===== src/rtl/div_pkg.sv =====
package div_pkg;
  typedef enum logic [1:0] {
    ST_IDLE = 2'd0,
    ST_RUN  = 2'd1,
    ST_HOLD = 2'd2
  } div_state_t;
endpackage


===== src/rtl/div_step_counter.sv =====
module div_step_counter #(
  parameter int W = 32
) (
  input  logic clk,
  input  logic rst,
  input  logic clear,
  input  logic advance,
  output logic last
);
  localparam int CW = $clog2(W + 1) + 1;
  localparam logic [CW-1:0] LAST_IDX = CW'(W);

  logic [CW-1:0] cnt_q;

  always_ff @(posedge clk) begin
    if (rst || clear) cnt_q <= '0;
    else if (advance) cnt_q <= cnt_q + 1'b1;
  end

  // W+1 trials: indices 0..W
  assign last = (cnt_q == LAST_IDX);
endmodule


===== src/rtl/div_ctrl.sv =====
module div_ctrl
  import div_pkg::*;
(
  input  logic clk,
  input  logic rst,
  input  logic in_valid,
  input  logic out_ready,
  input  logic last_step,
  output logic load,
  output logic step,
  output logic in_ready,
  output logic out_valid
);
  div_state_t state_q, state_d;

  always_comb begin
    state_d = state_q;
    load    = 1'b0;
    step    = 1'b0;
    unique case (state_q)
      ST_IDLE: if (in_valid) begin
        load    = 1'b1;
        state_d = ST_RUN;
      end
      ST_RUN: begin
        step = 1'b1;
        if (last_step) state_d = ST_HOLD;
      end
      ST_HOLD: if (out_ready) state_d = ST_IDLE;
      default: state_d = ST_IDLE;
    endcase
  end

  always_ff @(posedge clk) begin
    if (rst) state_q <= ST_IDLE;
    else     state_q <= state_d;
  end

  assign in_ready  = (state_q == ST_IDLE);
  assign out_valid = (state_q == ST_HOLD);
endmodule


===== src/rtl/div_datapath.sv =====
module div_datapath #(
  parameter int W = 32
) (
  input  logic         clk,
  input  logic         load,
  input  logic         step,
  input  logic [W-1:0] dividend,
  input  logic [W-1:0] divisor,
  output logic [W-1:0] quotient,
  output logic [W-1:0] remainder
);
  localparam int DW = 2 * W;

  logic [DW-1:0] rem_q;
  logic [DW-1:0] dvs_q;
  logic [W-1:0]  quo_q;
  logic [DW:0]   trial;
  logic          negative;

  // full-width trial subtraction with a borrow bit as sign
  assign trial    = {1'b0, rem_q} - {1'b0, dvs_q};
  assign negative = trial[DW];

  always_ff @(posedge clk) begin
    if (load) begin
      rem_q <= {{W{1'b0}}, dividend};
      dvs_q <= {divisor, {W{1'b0}}};
      quo_q <= '0;
    end else if (step) begin
      // restore = keep old remainder when the trial went negative
      if (!negative) rem_q <= trial[DW-1:0];
      quo_q <= {quo_q[W-2:0], ~negative};
      dvs_q <= dvs_q >> 1;
    end
  end

  assign quotient  = quo_q;
  assign remainder = rem_q[W-1:0];
endmodule


===== src/rtl/restoring_divider.sv =====
module restoring_divider #(
  parameter int W = 32
) (
  input  logic         clk,
  input  logic         rst,
  input  logic         in_valid,
  output logic         in_ready,
  input  logic [W-1:0] in_dividend,
  input  logic [W-1:0] in_divisor,
  output logic         out_valid,
  input  logic         out_ready,
  output logic [W-1:0] out_quotient,
  output logic [W-1:0] out_remainder
);
  logic load, step, last_step;

  div_ctrl u_ctrl (
    .clk       (clk),
    .rst       (rst),
    .in_valid  (in_valid),
    .out_ready (out_ready),
    .last_step (last_step),
    .load      (load),
    .step      (step),
    .in_ready  (in_ready),
    .out_valid (out_valid)
  );

  div_step_counter #(.W(W)) u_cnt (
    .clk     (clk),
    .rst     (rst),
    .clear   (load),
    .advance (step),
    .last    (last_step)
  );

  div_datapath #(.W(W)) u_dp (
    .clk       (clk),
    .load      (load),
    .step      (step),
    .dividend  (in_dividend),
    .divisor   (in_divisor),
    .quotient  (out_quotient),
    .remainder (out_remainder)
  );
endmodule


===== config.mk =====
export PLATFORM = sky130hd
export DESIGN_NAME = restoring_divider
export DESIGN_NICKNAME = d
export VERILOG_FILES = /design/src/rtl/div_pkg.sv /design/src/rtl/div_step_counter.sv /design/src/rtl/div_ctrl.sv /design/src/rtl/div_datapath.sv /design/src/rtl/restoring_divider.sv
export SDC_FILE = /design/constraint.sdc
export NUM_CORES = 1
export LEC_CHECK = 0
export CAP_MARGIN = 40
export CORE_MARGIN = 2
export CORE_UTILIZATION = 55
export CTS_BUF_LIST = sky130_fd_sc_hd__clkbuf_16
export DETAILED_ROUTE_END_ITERATION = 12
export GPL_TIMING_DRIVEN = 0
export MAX_ROUTING_LAYER = met4
export PLACE_DENSITY_LB_ADDON = 0.15
export SKIP_CTS_REPAIR_TIMING = 1
export SYNTH_ARGS = -nofsm -noshare
export SYNTH_HDL_FRONTEND = slang
export SYNTH_HIERARCHICAL = 1
export SYNTH_SLANG_ARGS = --single-unit

===== constraint.sdc =====
create_clock -name clk -period 10.1 [get_ports clk]
set_clock_uncertainty 0.05 [all_clocks]
set_input_delay 3.03 -clock clk [delete_from_list [all_inputs] [get_ports clk]]
set_output_delay 3.03 -clock clk [all_outputs]
set_load 0.02 [all_outputs]

======== Yosys cells after proc, flatten, opt, wreduce, memory -nomap -nowiden ========
Cells that the tools add are included.
operators by class
  $add $sub $neg .......................... 2
  eq/ne operators ......................... 7
  muxes and demuxes ....................... 12
  bitwise operators ....................... 1
  reduce and logical (&&, ||, !) cells .... 6
operators with widths
  cell                                                 count
  two-way mux 64 bit                                   2
  two-way mux 32 bit                                   3
  subtractor 64 x 64 -> 65 bit                         1
  adder 7 x 1 -> 7 bit, second input constant          1
  equality test 7 x 6 -> 1 bit, second input constant  1
  two-way mux 2 bit                                    3
  != test 2 bit, second input constant                 3
  one-hot mux 2 bit (3 select lines)                   1
  AND reduction 2 bit                                  2
  two-way mux 1 bit                                    3
  AND reduction 3 bit                                  1
  equality test 2 x 1 -> 1 bit, second input constant  1
  equality test 2 bit, second input constant           1
  zero test 2 bit                                      1
  != test 2 x 1 -> 1 bit, second input constant        1
  nonzero test 2 bit                                   1
  logical OR 1 bit                                     1
  inverter 1 bit                                       1
storage, ports and cells
  bits in registers ....................... 169
  input bits .............................. 68
  output and inout bits ................... 66
  logic and storage cells ................. 35

======== Depth between registers and ports, before layout ========
Gate-level depths: netlist of the first run.
  depth after elaboration ................. 4
  gate-level depth with buffers ........... 14
  depth with buffers taken out ............ 13

======== Hierarchy ========
The synthesis of the first run kept the hierarchy.
modules (own cells, without submodules)
  module            instances  cells an instance  area an instance (um^2)  sequential area each (um^2)
  div_datapath      1          1249               10302.4                  3843.7
  div_step_counter  1          38                 336.6                    140.1
  div_ctrl          1          12                 103.8                    40.0

======== Worst setup path before layout of the first run ========
No wires, ideal clock.
  path type ............................... input-to-reg
  from .................................... input port in_valid
  to ...................................... register u_dp.rem_q[0], enable pin
  setup time .............................. 0.387 ns
  data arrival time ....................... 4.445 ns
  required time ........................... 9.663 ns
  setup slack ............................. 5.218 ns
  stages .................................. 5
  path buffers ............................ 2
  cell sequence ........................... and2_1 -> clkbuf_1 -> clkbuf_1 -> nor2_2 -> inv_1
on the way
  word-level cells in the longest chain between the ends .. 4
  elaborated cells between the ends (all ways) .. 5
  those cells by class .................... eq/ne: 1; mux: 2; reduce/logical: 2
ends and longest elaborated chain
  item                                                                  line                    text
  start: declaration                                                    restoring_divider.sv:6  input logic in_valid,
  two-way mux 1 bit *                                                   div_ctrl.sv:21          ST_IDLE: if (in_valid) begin
  two-way mux 1 bit *                                                   div_ctrl.sv:20          unique case (state_q)
  != test 2 bit (no source line) or nonzero test 2 bit (tied branches)  -
  AND reduction 2 bit (no source line) *                                -
  end signal: assignment                                                div_datapath.sv:26      rem_q <= {{W{1'b0}}, dividend};
  end signal: assignment                                                div_datapath.sv:31      if (!negative) rem_q <= trial[DW-1:0];
  end: declaration                                                      div_datapath.sv:14      logic [DW-1:0] rem_q;
Every way passes the cells marked *; elsewhere a longest branch is shown, timed or not.
A chain may end at the register's enable or synchronous reset.

======== Worst setup path in the final report of the first run ========
  from .................................... input port in_valid
  to ...................................... register u_dp.rem_q[10], data pin
on the way
  word-level cells in the longest chain between the ends .. 3
ends and longest elaborated chain
  item                line                     text
  two-way mux 1 bit   div_ctrl.sv:21
  two-way mux 1 bit   div_ctrl.sv:20
  via load            restoring_divider.sv:15  logic load, step, last_step;
  two-way mux 32 bit  div_datapath.sv:25       if (load) begin
The timed path passes the listed nets, and every way through them passes these cells.

==> key figures, run 1 <==
Setup path
  • Crit path cell chain: clkdlybuf4s50_1 > and2_1 > clkbuf_1 > clkbuf_1 > buf_1 > buf_1 > nand2_1 > o31ai_1
  • Crit-path leading delay family: buffers and inverters
  • Critical Setup Path Class: input pin to flip-flop
  • Crit path DAT: ~6000 ps
  • WP buf/inv: 5
  • CP startpoint kind: input pin
  • Required time of the critical path: 10320 ps
  • Max incr delay on CP: 630 ps
  • Crit Path Max Fanout: 10
  • Slowest stage cell on the critical path: buf_1
  • Endpoint class of the critical path: flip-flop

STA
  • Unrepaired setup endpoints after global routing: no
  • Highest clock rate: 173 MHz
  • Clock period minus worst slack: 5770 ps
  • Crit share post-route: 57.1%
  • Min Hold Slack: about 420 ps
  • Setup Viol. Count Final: 0
  • Fin. Hold Viols: 0
  • Worst relative slew slack: around two fifths
  • Pins Over Slew Limit: 0
  • Setup TNS Final: 0 ps
  • Tightest Pin Transition: between 800 and 900 ps

Yosys
  • Avg Cell Area, Syn: 8.27 um^2
  • Synth cell types: between 60 and 70
  • Area leader, netlist: dfxtp_1
  • Synth area leaders: dfxtp_1, edfxtp_1, ha_1, nand2_1, mux2i_1
  • #FFs+latches synth: 169
  • Seq/Total Area, Yosys: 37.5%
  • Post-Syn Area: approximately 0.011 mm^2
  • Syn. warnings: 6
  • Synth Instances: 1299
  • Synth top area share: 19.6%
  • Top_reg_cell synth: dfxtp_1
  • EDFF count, synth: 64
  • Mapped Nets: 1434
  • Share of async-settable or async-resettable flops after synthesis: 0%

Final layout
  • Layout Cells excl Fill: 1732
  • N_diodes: 0
  • Post-layout net count: 1589
  • Area grow syn2layout: 21.8%
  • Fill cells: approximately 1700
  • Layout cells sized above 1: 6.54%

Global routing
  • Vias in the first global route: 8916
  • Initial antenna violation count: 0
  • GRT Overall Usage: 28.6%
  • GR Overflow Total: 0
  • First-pass GRT wire length: 45300 um
  • Largest net degree at the start of global routing: 34

Die
  • I/O pin cnt: 134
  • Initial Util: 55.6%
  • Core Region: 0.0193 mm^2
  • Width of the die: 144 um
  • Std-Cell Rows: 51
  • Die area: 0.0207 mm^2
  • Height of the die: between 100 and 150 um

Clock network
  • # H-tree levels: 4
  • Clock Tree Root: clkbuf_16
  • CTS tree: done
  • Total CTS buffers: 17
  • Clk sinks: 169
  • Clk_lat worst skew: 450 ps
  • Reg clk slew, reported paths: ~80 ps
  • Longest Clk Path Bufs: 2

Placed design
  • Final HPWL DP: approximately 21000 um
  • Buffers on Ports: about 130
  • Routability Congestion: approximately 0.96
  • Dpl cells: 1700

Drt
  • DRT Pass-1 Iters: 5
  • DRC: 0
  • Iteration-0 DRC Markers: between 800 and 900
  • Wire length per cell: ~16 um
  • DR vias: 9682
  • Final ANT Viol Nets: 0
  • Post-DR vias/cell: 5.59
  • Post-Route WL: 28400 um

Power
  • P_leak: 0.00522 uW
  • Max VDD drop: 124 uV
  • PwrDens: 154 mW/mm^2

Min path
  • Worst Hold Class: flip-flop to flip-flop

Run
  • Max-cap violations: 0

Run status
  • Status: finished clean
==> power breakdown <==
group	internal, uW	leakage (uW)	switching (uW)
registers	759	0.00148	24.1
logic	228	0.00343	319
clock network	342	0.000303	344
total	1330	0.00522	687
==> layout by cell type (no fill, tap or decap), types with 33 or more instances in the layout <==
cell type,count
a21oi_1,106
buf_4,33
clkdlybuf4s50_1,133
dfxtp_1,105
ha_1,66
clkbuf_1,43
mux2i_1,65
nor2_1,119
inv_1,92
o21ai_0,114
nand2_1,193
edfxtp_1,64
==> area by class of cell <==
cell class	instances	area [um^2]	share of cell area, %
clock inverter	15	199	1.52
timing repair buffer	136	1390	10.6
inverter	92	345	2.64
tap	265	332	2.53
sequential	169	4020	30.8
clock buffer	17	425	3.25
buffer	89	468	3.58
multi-input combinational	949	5910	45.1
==> sequential cells by signal, summed over array words and instances (netlist names) <==
signal / flops
u_dp/rem_q: 64
u_dp/dvs_q: 64
u_ctrl/state_q: 2
u_dp/quotient: 32
u_cnt/cnt_q: 7
==> worst paths after layout <==
path / endpoint / start / slack [ps] / cells past startpoint
setup reg to reg: u_dp/rem_q[15]$_DFFE_PP_ / u_dp/rem_q[0]$_DFFE_PP_ / 5950 / 14
hold / removal: u_dp/rem_q[51]$_SDFFE_PP0P_ / u_dp/rem_q[51]$_SDFFE_PP0P_ / 420 / 2
hold reg to reg: u_dp/rem_q[51]$_SDFFE_PP0P_ / u_dp/rem_q[51]$_SDFFE_PP0P_ / 420 / 2
setup / recovery: u_dp/rem_q[10]$_DFFE_PP_ / in_valid / 4330 / 8
==> Yosys cell counts, drive strengths merged (27+ instances only) <==
cell and count:
a21oi 106, buf 46, clkbuf 43, dfxtp 105, edfxtp 64, ha 66
inv 92, mux2i 65, nand2 193, nor2 120, o21ai 120, xnor2 29
xor2 27
==> metrics by stage <==
stage | instance area (um^2) | total power [uW] | util, % | worst slack (ps)
global route | 13100 | 2110 | 67.7 | 4180
finish | 13100 | 2020 | 67.7 | 4330
global placement | 12400 | 1330 | 64.2 | 3790
floorplan | 10700 | 1170 | - | 5220
CTS | 13100 | 2020 | 67.7 | 4390
detailed placement | 12500 | 1340 | 64.4 | 3940
==> cell families after synthesis <==
group           share of synthesized area (%)
simple gates                             17.3
compound gates                           19.0
buf+inv                                  7.57
flops                                    37.5
mux                                      6.27
fa+ha+maj                                7.87
xor+xnor                                 4.57
==> worst reg2reg max path: cells and delay by family, from the launching register on <==
kind | cells | cell delay, ps
AO/OA/AOI/OAI | 6 | 1640
buffers and inverters | 4 | 790
AND/OR/NAND/NOR | 2 | 600
flip-flops | 1 | 410
adder cells (fa/ha/maj) | 2 | 400
==> routing by layer <==
metal	GRT usage [%]	vias to the layer above	part of all wire, %	wire [um]
li1	-	4814	-	-
met1	38.6	4481	46	13200
met2	43.7	345	44	12600
met3	5.86	42	7.2	2050
met4	7.79	0	1.9	546
met5	-	-	0	0
Power figures use the tool's default switching activity.
==> inputs of run 2 (changes only) <==
- clock period: 10.1 -> 5.89 ns (I/O delays scaled with it)
==> results of run 2 <==
The final DEF is identical to that of run 1. Status: finished clean.
Among the figures that moved: setup slack after placement 3940 ps -> 992 ps; setup slack after layout 4330 ps -> 1390 ps; register-to-register setup slack 5950 ps -> 1740 ps; total power 2020 uW -> 3460 uW; worst IR drop on VDD 124 uV -> 213 uV
